File: src/rtl/steer_pkg.sv
package steer_pkg;
    localparam int GUARD_W    = 16;
    localparam int CODE_W     = 4;
    localparam int SETTLE_CYC = 2;

    typedef enum logic [2:0] {
        ST_IDLE     = 3'd0,
        ST_ON_QUAL  = 3'd1,
        ST_SETTLE   = 3'd2,
        ST_HELD     = 3'd3,
        ST_OFF_QUAL = 3'd4
    } steer_state_t;
endpackage

File: src/rtl/steer_sync.sv
module steer_sync #(
    parameter int W = 1
) (
    input  logic         clk,
    input  logic         rst_n,
    input  logic [W-1:0] d,
    output logic [W-1:0] q
);
    logic [W-1:0] meta;

    always_ff @(posedge clk or negedge rst_n) begin
        if (!rst_n) begin
            meta <= '0;
            q    <= '0;
        end else begin
            meta <= d;
            q    <= meta;
        end
    end
endmodule

File: src/rtl/steer_guard_timer.sv
module steer_guard_timer #(
    parameter int W = 16
) (
    input  logic         clk,
    input  logic         rst_n,
    input  logic         run,
    input  logic         tick,
    input  logic [W-1:0] limit,
    output logic         done
);
    localparam logic [W-1:0] CNT_MAX = '1;

    logic [W-1:0] cnt;

    always_ff @(posedge clk or negedge rst_n) begin
        if (!rst_n)
            cnt <= '0;
        else if (!run)
            cnt <= '0;
        else if (tick && cnt != CNT_MAX)
            cnt <= cnt + 1'b1;
    end

    assign done = (cnt >= limit);

    AST_NO_OVERFLOW: assert property (@(posedge clk) disable iff (!rst_n)
        (run && cnt == CNT_MAX) |=> (!run || cnt == CNT_MAX));
endmodule

File: src/rtl/steer_fsm.sv
module steer_fsm
    import steer_pkg::*;
(
    input  logic              clk,
    input  logic              rst_n,
    input  logic              det_s,
    input  logic [CODE_W-1:0] code_s,
    input  logic              guard_done,
    output logic              timer_run,
    output logic              sel_on,
    output logic [CODE_W-1:0] rx_code,
    output logic              steer_idle,
    output logic              code_strobe
);
    localparam int SW = $clog2(SETTLE_CYC + 1);
    localparam logic [SW-1:0] SETTLE_LAST = SW'(SETTLE_CYC - 1);

    steer_state_t state, state_nx;
    logic [SW-1:0] settle_cnt;
    logic accept, release_now, settle_end;

    assign accept      = (state == ST_ON_QUAL)  && det_s  && guard_done;
    assign release_now = (state == ST_OFF_QUAL) && !det_s && guard_done;
    assign settle_end  = (state == ST_SETTLE)   && (settle_cnt == SETTLE_LAST);
    assign timer_run   = (state == ST_ON_QUAL) || (state == ST_OFF_QUAL);
    assign sel_on      = (state == ST_ON_QUAL);

    always_comb begin
        state_nx = state;
        unique case (state)
            ST_IDLE:     if (det_s) state_nx = ST_ON_QUAL;
            ST_ON_QUAL:  if (!det_s) state_nx = ST_IDLE;
                         else if (guard_done) state_nx = ST_SETTLE;
            ST_SETTLE:   if (settle_end) state_nx = ST_HELD;
            ST_HELD:     if (!det_s) state_nx = ST_OFF_QUAL;
            ST_OFF_QUAL: if (det_s) state_nx = ST_HELD;
                         else if (guard_done) state_nx = ST_IDLE;
            default:     state_nx = ST_IDLE;
        endcase
    end

    // State register and settle counter
    always_ff @(posedge clk or negedge rst_n) begin
        if (!rst_n) begin
            state      <= ST_IDLE;
            settle_cnt <= '0;
        end else begin
            state      <= state_nx;
            settle_cnt <= (state == ST_SETTLE && !settle_end) ? settle_cnt + 1'b1 : '0;
        end
    end

    // Registered outputs
    always_ff @(posedge clk or negedge rst_n) begin
        if (!rst_n) begin
            rx_code     <= '0;
            steer_idle  <= 1'b1;
            code_strobe <= 1'b0;
        end else begin
            code_strobe <= accept;
            if (accept)      rx_code    <= code_s;
            if (settle_end)  steer_idle <= 1'b0;
            if (release_now) steer_idle <= 1'b1;
        end
    end

    AST_CODE_ONLY_ON_STROBE: assert property (@(posedge clk) disable iff (!rst_n)
        !$stable(rx_code) |-> code_strobe);
    AST_STROBE_ONE_WIDE: assert property (@(posedge clk) disable iff (!rst_n)
        code_strobe |=> !code_strobe);
    AST_IDLE_AT_STROBE: assert property (@(posedge clk) disable iff (!rst_n)
        code_strobe |-> steer_idle);
    AST_SETTLE_GAP: assert property (@(posedge clk) disable iff (!rst_n)
        $fell(steer_idle) |-> $past(code_strobe, 2));
    AST_HOLD_WHILE_DET: assert property (@(posedge clk) disable iff (!rst_n)
        (state == ST_HELD && det_s) |=> (state == ST_HELD && !code_strobe));
    AST_DROPOUT_NO_RELEASE: assert property (@(posedge clk) disable iff (!rst_n)
        (state == ST_OFF_QUAL && !guard_done) |=> !steer_idle);
endmodule

File: src/rtl/dtmf_steer_top.sv
module dtmf_steer_top
    import steer_pkg::*;
(
    input  logic               clk,
    input  logic               rst_n,
    input  logic               tick,
    input  logic               pair_det,
    input  logic [CODE_W-1:0]  det_code,
    input  logic [GUARD_W-1:0] on_guard,
    input  logic [GUARD_W-1:0] off_guard,
    output logic [CODE_W-1:0]  rx_code,
    output logic               steer_idle,
    output logic               code_strobe
);
    localparam int SYNC_W = CODE_W + 1;

    logic [SYNC_W-1:0] sync_q;
    logic              det_s;
    logic [CODE_W-1:0] code_s;
    logic              timer_run, sel_on, guard_done;
    logic [GUARD_W-1:0] limit;

    steer_sync #(.W(SYNC_W)) u_sync (
        .clk   (clk),
        .rst_n (rst_n),
        .d     ({pair_det, det_code}),
        .q     (sync_q)
    );

    assign det_s  = sync_q[SYNC_W-1];
    assign code_s = sync_q[CODE_W-1:0];
    assign limit  = sel_on ? on_guard : off_guard;

    steer_guard_timer #(.W(GUARD_W)) u_timer (
        .clk   (clk),
        .rst_n (rst_n),
        .run   (timer_run),
        .tick  (tick),
        .limit (limit),
        .done  (guard_done)
    );

    steer_fsm u_fsm (
        .clk         (clk),
        .rst_n       (rst_n),
        .det_s       (det_s),
        .code_s      (code_s),
        .guard_done  (guard_done),
        .timer_run   (timer_run),
        .sel_on      (sel_on),
        .rx_code     (rx_code),
        .steer_idle  (steer_idle),
        .code_strobe (code_strobe)
    );
endmodule

File: config.mk
export PLATFORM = sky130hd
export DESIGN_NAME = dtmf_steer_top
export DESIGN_NICKNAME = d
export VERILOG_FILES = /design/src/rtl/steer_pkg.sv /design/src/rtl/steer_sync.sv /design/src/rtl/steer_guard_timer.sv /design/src/rtl/steer_fsm.sv /design/src/rtl/dtmf_steer_top.sv
export SDC_FILE = /design/constraint.sdc
export NUM_CORES = 1
export LEC_CHECK = 0
export BUFFER_PORTS_ARGS = -buffer_cell sky130_fd_sc_hd__buf_2
export CORE_ASPECT_RATIO = 1.5
export CORE_MARGIN = 4
export CORE_UTILIZATION = 59
export DETAILED_ROUTE_END_ITERATION = 12
export GPL_ROUTABILITY_DRIVEN = 1
export PLACE_DENSITY = 0.94
export SYNTH_ARGS = -nofsm -noshare
export SYNTH_HDL_FRONTEND = slang
export SYNTH_HIERARCHICAL = 1
export SYNTH_SLANG_ARGS = --single-unit
File: constraint.sdc
create_clock -name clk -period 7.9 [get_ports clk]
set_input_delay 1.185 -clock clk [delete_from_list [all_inputs] [get_ports clk]]
set_output_delay 1.185 -clock clk [all_outputs]
set_load 0.02 [all_outputs]
==> results of run 1 <==
path summary, 6_finish.rpt:
kind	slack, ns	from	depth (start not counted)	endpoint
worst max-delay path	3.97	u_fsm/state[2]	11	u_fsm/rx_code[1]
worst min-delay path	0.35	u_sync/meta[2]	0	u_sync/q[2]
worst max register to register	3.97	u_fsm/state[2]	11	u_fsm/rx_code[1]
worst min register to register	0.35	u_sync/meta[2]	0	u_sync/q[2]
max in group asynchronous	6.42	rst_n	1	u_timer/cnt[2]
min in group asynchronous	0.98	rst_n	1	u_fsm/code_strobe
per-layer routing:
layer	wire length, um	up-vias	track usage (%)
met5	0	-	0
met3	197	7	4.871
met2	2532	45	34.83
li1	-	892	-
met4	84	0	7.216
met1	1841	880	22.87
where the power goes:
| group | internal (mW) | switching [mW] | total, mW |
|---|---|---|---|
| sequential | 0.194 | 0.00532 | 0.200 |
| clock | 0.0805 | 0.0684 | 0.149 |
| combinational | 0.0273 | 0.0249 | 0.0522 |
| total | 0.302 | 0.0986 | 0.401 |
registers in the layout (all words and copies together), names as in the netlist:
| register | cells |
|---|---|
| u_fsm/state | 3 |
| u_timer/cnt | 16 |
| u_fsm/rx_code | 4 |
| u_sync/q | 5 |
| u_sync/meta | 5 |
| u_fsm/settle_cnt | 2 |
| u_fsm/code_strobe | 1 |
| u_fsm/steer_idle | 1 |
critical path, stage by stage (launching register included):
cell and delay (ns):
dfrtp_1 0.45, nand2b_4 0.19, nor2_2 0.74, mux2_2 0.42, ha_1 0.27, nand2b_1 0.09, a2111oi_0 0.07, or4_1 0.53
o211ai_1 0.19, inv_1 0.15, nor3_4 0.32, mux2_2 0.38
cell families after synthesis:
logic type | synth area share [%]
and+or+nand+nor | 20.38
AOI/OAI and AO/OA | 10.43
DFF | 39.65
buffers and inverters | 6.100
muxes | 13.43
adders and majority gates | 9.631
xor gates and xnor gates | 0.3746
Yosys cell counts (all sizes together), types with 3 or more instances:
| cell type | n | area share (%) |
|---|---|---|
| buf | 5 | 2.1 |
| nand3 | 6 | 1.5 |
| nand4 | 5 | 2.2 |
| nor2 | 10 | 1.6 |
| nand2 | 13 | 2.1 |
| or3 | 5 | 1.3 |
| a21oi | 17 | 3.6 |
| o31ai | 4 | 1.3 |
| and4 | 5 | 2.0 |
| ha | 18 | 9.6 |
| nor4 | 3 | 1.4 |
| inv | 23 | 3.7 |
| nor3 | 6 | 1.8 |
| o21ai | 7 | 1.5 |
| dfrtp | 36 | 39 |
| mux2i | 4 | 1.7 |
| or4 | 4 | 1.3 |
| mux2 | 21 | 12 |
| nand2b | 6 | 2.2 |
area by class of cell:
cell class	instances	area share, %
well taps	43	2.016
clock inverters	1	0.3282
repair buffers	45	8.439
flip-flops and latches	37	34.74
inverters	23	3.235
multi-input cells	155	47.63
clock buffers	7	3.610
per-stage QoR:
stage	worst slack [ns]	utilization [%]
3_3_place_gp	4.103	68.37
4_1_cts	3.949	71.17
2_1_floorplan	4.547	-
3_5_place_dp	3.962	68.37
6_report	3.968	71.17
5_1_grt	3.733	71.17
==> summary.txt, run 1 <==
Critical path
  – Critical Path AT: 4.11 ns
  – Crit Path Max Fanout: 16
  – Req. time, crit path: 8.08 ns
  – Crit end category: flop
  – Critical path class: flop to flop
  – Startpoint types: flop

Synth
  – Cell Area, Synth: approximately 0.0023 mm2
  – Share of the yosys chip area belonging to registers: 39.65%
  – Synthesized flop and latch total: 37
  – Ys flop type: dfrtp_1
  – Ys async rst share: 100.0%
  – Ys Warns: 6
  – Avg Inst Size Synth: 10.53 um2
  – Synth Instances: between 200 and 250
  – Number of enable flip-flop cells after synthesis: 0
  – Yosys cell types: 50
  – Syn_nets: 280

STA
  – Final hold violation count: 0
  – F_max: roughly 250 MHz
  – Period utilization: 49.77%
  – Worst Tran Pin Value: 0.9696 ns
  – RSZ-0062 raised after global routing: false
  – Setup Skew: 0.005726 ns
  – Setup TNS: 0 ns
  – Final-report max-slew violation count: 0
  – Max-slew headroom: 35.29%
  – Worst hold margin: ~0.35 ns
  – Tmin final: 3.932 ns
  – Final setup fails: 0

Drt
  – Starting DRT DRC Count: 48
  – Drt pass-1 iters: 5
  – Final ANT Viol Nets: 0
  – Final wirelength: 4655 um
  – Vias/cell: 5.865
  – Wire length per cell: 14.97 um
  – Vias: about 1800
  – # DRC: 0

Power and ir drop
  – Final total power: roughly 0.4 mW
  – Leakage power: 1.347 nW
  – Peak supply drop: 0.0001808 V
  – Pwr per Cell Area: around 150 mW/mm2

Floorplan
  – Die X: 59.41 um
  – IO Count: 46
  – Core area: 0.003750 mm2
  – Die area: slightly above 0.005 mm2
  – Row cnt: 27
  – Height of the die: around 85 um
  – Starting Density: 62.36%

Status
  – Status: completed

Clocking
  – Reg clk slew, reported paths: 0.07 ns
  – Post-CTS setup buffer count: 0
  – CTS Sinks: 37
  – Cts hold-fix bufs: 0
  – Clk_lat worst skew: 0.30 ns
  – CTS buffer count: 5
  – TritonCTS clock tree: done
  – Clock tree buffer depth: 2
  – CTS H-tree depth: 2
  – Post_cts resized: 0
  – CTS Root Cell: clkbuf_8

Global routing
  – Global route overflow: 0
  – Largest net degree at the start of global routing: 38
  – All-layer global routing usage: 19.96%
  – Vias in the first global route: 1728
  – First-pass GRT wire length: 7693 um
  – Initial antenna violation count: 0

Cells and area
  – Final Cell Area: roughly 0.0027 mm2
  – Most common cell after layout, fill and taps aside: buf_2
  – Area delta synth->final: 14.13%
  – Fillers: 257
  – Ant diodes: 0
  – Most frequent cells in the layout: buf_2, dfrtp_1, inv_1, ha_1, a21oi_1
  – Ratio of cells with drive above 1 in the final layout: 32.46%
  – Non-Filler Instances: a little over 300
  – Multi-input logic area: 0.001271 mm2
  – Final Net Count: ~330
  – Register Area: 927.1 um2

Hold path
  – Hold/Removal Path Class: flop to flop

Placement
  – HPWL Detailed: 3487 um
  – PortBufs: 45
  – GP Congestion: 0.8049
  – Placed cells: between 300 and 400
  – Placed cell area: between 0.002 and 0.003 mm2

Flow run
  – Maxcap violations: 0
No activity file was read; power rests on OpenSTA's default activity.
==> run 2, diff against run 1 <==
--- a/config.mk
+++ b/config.mk
@@ -8,10 +8,10 @@
 export BUFFER_PORTS_ARGS = -buffer_cell sky130_fd_sc_hd__buf_2
 export CORE_ASPECT_RATIO = 1.5
 export CORE_MARGIN = 4
-export CORE_UTILIZATION = 59
+export CORE_UTILIZATION = 50
 export DETAILED_ROUTE_END_ITERATION = 12
 export GPL_ROUTABILITY_DRIVEN = 1
-export PLACE_DENSITY = 0.94
+export PLACE_DENSITY = 0.85
 export SYNTH_ARGS = -nofsm -noshare
 export SYNTH_HDL_FRONTEND = slang
 export SYNTH_HIERARCHICAL = 1
==> constraint.sdc (replaced) <==
create_clock -name clk -period 3.21 [get_ports clk]
set_input_delay 0.4815 -clock clk [delete_from_list [all_inputs] [get_ports clk]]
set_output_delay 0.4815 -clock clk [all_outputs]
set_load 0.02 [all_outputs]
==> summary.txt, run 2 (synthesized netlist as in run 1, its figures left out) <==
Drt
  – Starting DRT DRC Count: 105 (+120%)
  – # DRC: 0 (unchanged)
  – Vias/cell: 5.738 (-2.2%)
  – Final ANT Viol Nets: 0 (unchanged)
  – Wire length per cell: 16.32 um (+9.1%)
  – Drt pass-1 iters: 4 (-1)
  – Final wirelength: 5664 um (+22%)
  – Vias: 1991 (+9.2%)

Cells and area
  – Final Core Density: 66.17% (-5.0 points)
  – Most flop-heavy register: u_timer/cnt
  – Ant diodes: 0 (unchanged)
  – Ratio of cells with drive above 1 in the final layout: 42.76% (+10 points)
  – Biggest regs: u_timer/cnt x16, u_sync/meta x5, u_sync/q x5
  – Area delta synth->final: 28.52%
  – Most common cell after layout, fill and taps aside: buf_2
  – Final Net Count: 340 (+4.6%)
  – Most frequent cells in the layout: buf_2, dfrtp_1, mux2_4, a21oi_1, inv_1
  – Max reg flops: 16 (unchanged)

Clocking
  – CTS Root Cell: clkbuf_8
  – CTS buffer count: 5 (unchanged)
  – TritonCTS clock tree: done
  – CTS Sinks: 37 (unchanged)
  – Reg clk slew, reported paths: 0.08 ns (about the same)
  – Clock tree buffer depth: 2 (unchanged)
  – Cts hold-fix bufs: 0 (unchanged)
  – CTS H-tree depth: 2 (unchanged)
  – Clk_lat worst skew: 0.29 ns (about the same)

STA
  – Final hold violation count: 0 (unchanged)
  – Worst hold margin: 0.2889 ns (-0.06106 ns)
  – Final setup fails: 4 (+4)
  – Tmin final: 3.293 ns (-0.6391 ns)
  – RSZ-0062 raised after global routing: true
  – F_max: 303.7 MHz (+19%)
  – Worst Tran Pin Value: 0.8212 ns (-0.1484 ns)
  – Final-report max-slew violation count: 0 (unchanged)
  – Setup ws final: -0.08255 ns (-4.051 ns)
  – Setup Skew: 0.009144 ns (+0.003418 ns)
  – Setup TNS: -0.3234 ns (-0.3234 ns)
  – Period utilization: 102.6% (+53 points)
  – Max-slew headroom: 45.25% (+10 points)

Floorplan
  – Height of the die: 91.76 um (+7.8%)
  – Die X: 63.84 um (+7.5%)
  – IO Count: 46 (unchanged)
  – Starting Density: 51.49% (-11 points)
  – Die area: 0.005858 mm2 (+16%)
  – Core area: 0.004542 mm2 (+21%)
  – Row cnt: 30 (+11%)

Global routing
  – All-layer global routing usage: 18.26% (-1.7 points)
  – First-pass GRT wire length: 8549 um (+11%)
  – Vias in the first global route: 1913 (+11%)
  – Global route overflow: 0 (unchanged)
  – Initial antenna violation count: 0 (unchanged)
  – Largest net degree at the start of global routing: 38 (unchanged)

Critical path
  – Critical path class: flop to flop
  – Crit Path Max Fanout: 8 (-8)
  – Critical Path AT: 3.46 ns (-0.65 ns)
  – Crit end category: flop
  – Req. time, crit path: 3.38 ns (-4.70 ns)
  – Startpoint types: flop

Power and ir drop
  – Peak supply drop: 0.0002626 V (+45%)
  – Final total power: 1.083 mW (+170%)
  – Leakage power: 1.440 nW (+6.9%)
  – Pwr per Cell Area: 360.4 mW/mm2 (+140%)

Hold path
  – Hold/Removal Path Class: primary input to asynchronous set/reset pin

Flow run
  – Maxcap violations: 0 (unchanged)

Placement
  – HPWL Detailed: 3963 um (+14%)
  – PortBufs: 45 (unchanged)
  – GP Congestion: 0.8999 (+12%)

Status
  – Status: complete, but fails checks
  – Failing checks: setup timing
==> run 2: changes by cell type in the layout (fill, tap and decap cells not counted), sizes merged <==
cell / change
buf: +14
bufinv: +1
clkinvlp: +1
inv: -1
==> run 2: what timing repair did <==
item / CTS / global route
endpoints found under the setup margin: 4 / 5
setup buffers: 1 / 7
resized for setup: 1 / 33
gates cloned: 1 / 0
pin swaps: 1 / 12
==> run 2: where the power goes <==
group	internal, mW	total, mW	switching (mW)	leakage [nW]
Combinational	0.0954	0.175	0.0800	0.897
Clock	0.252	0.417	0.164	0.0574
Sequential	0.478	0.491	0.0129	0.486
==> run 2: path summary, 6_finish.rpt <==
path                                startpoint                to  slack, ns  cells after the start
worst max register to register  u_fsm/state[2]  u_fsm/rx_code[3]      -0.08                     14
min in group clk                   det_code[0]    u_sync/meta[0]       0.30                      1
worst min register to register  u_sync/meta[3]       u_sync/q[3]       0.35                      0
worst min-delay path                     rst_n    u_timer/cnt[4]       0.29                      1
max in group asynchronous                rst_n    u_timer/cnt[8]       2.41                      1
worst max-delay path            u_fsm/state[2]  u_fsm/rx_code[3]      -0.08                     14
==> run 2: through the flow <==
step                      worst slack (ns)  cells  area [um2]
after floorplan                     0.1287    222        2338
after global placement              0.1275    330        2648
after detailed placement          -0.02520    330        2648
after CTS                        -0.004392    340        2813
after global routing               -0.2285    347        3005
final                             -0.08255    347        3005
==> run 2: final cells by class <==
class / instances / area [um2]
fill: 327 / 1536
sequential: 37 / 927.1
multi-input combinational: 155 / 1411
clock inverter: 2 / 37.54
tap: 64 / 80.08
clock buffer: 6 / 82.58
inverter: 23 / 91.34
timing repair buffer: 60 / 375.4
==> run 2: layer usage <==
| layer | vias to the layer above | GRT usage, % | part of all wire, % |
|---|---|---|---|
| met5 | - | 0 | 0 |
| met4 | 0 | 8.108 | 3.1 |
| met3 | 18 | 3.676 | 4.4 |
| met2 | 74 | 33.56 | 55 |
| met1 | 978 | 19.59 | 38 |
| li1 | 921 | - | - |
==> run 2: worst max-delay path: stages (launching register included) <==
cell	delay, ns
dfrtp_1	0.39
nand2b_4	0.15
nor2_4	0.18
buf_12	0.16
mux2_4	0.32
inv_4	0.06
ha_4	0.13
and4_4	0.23
nand3b_1	0.07
or4_1	0.51
o211ai_1	0.15
inv_1	0.14
nor3_4	0.20
buf_6	0.15
mux2_4	0.30
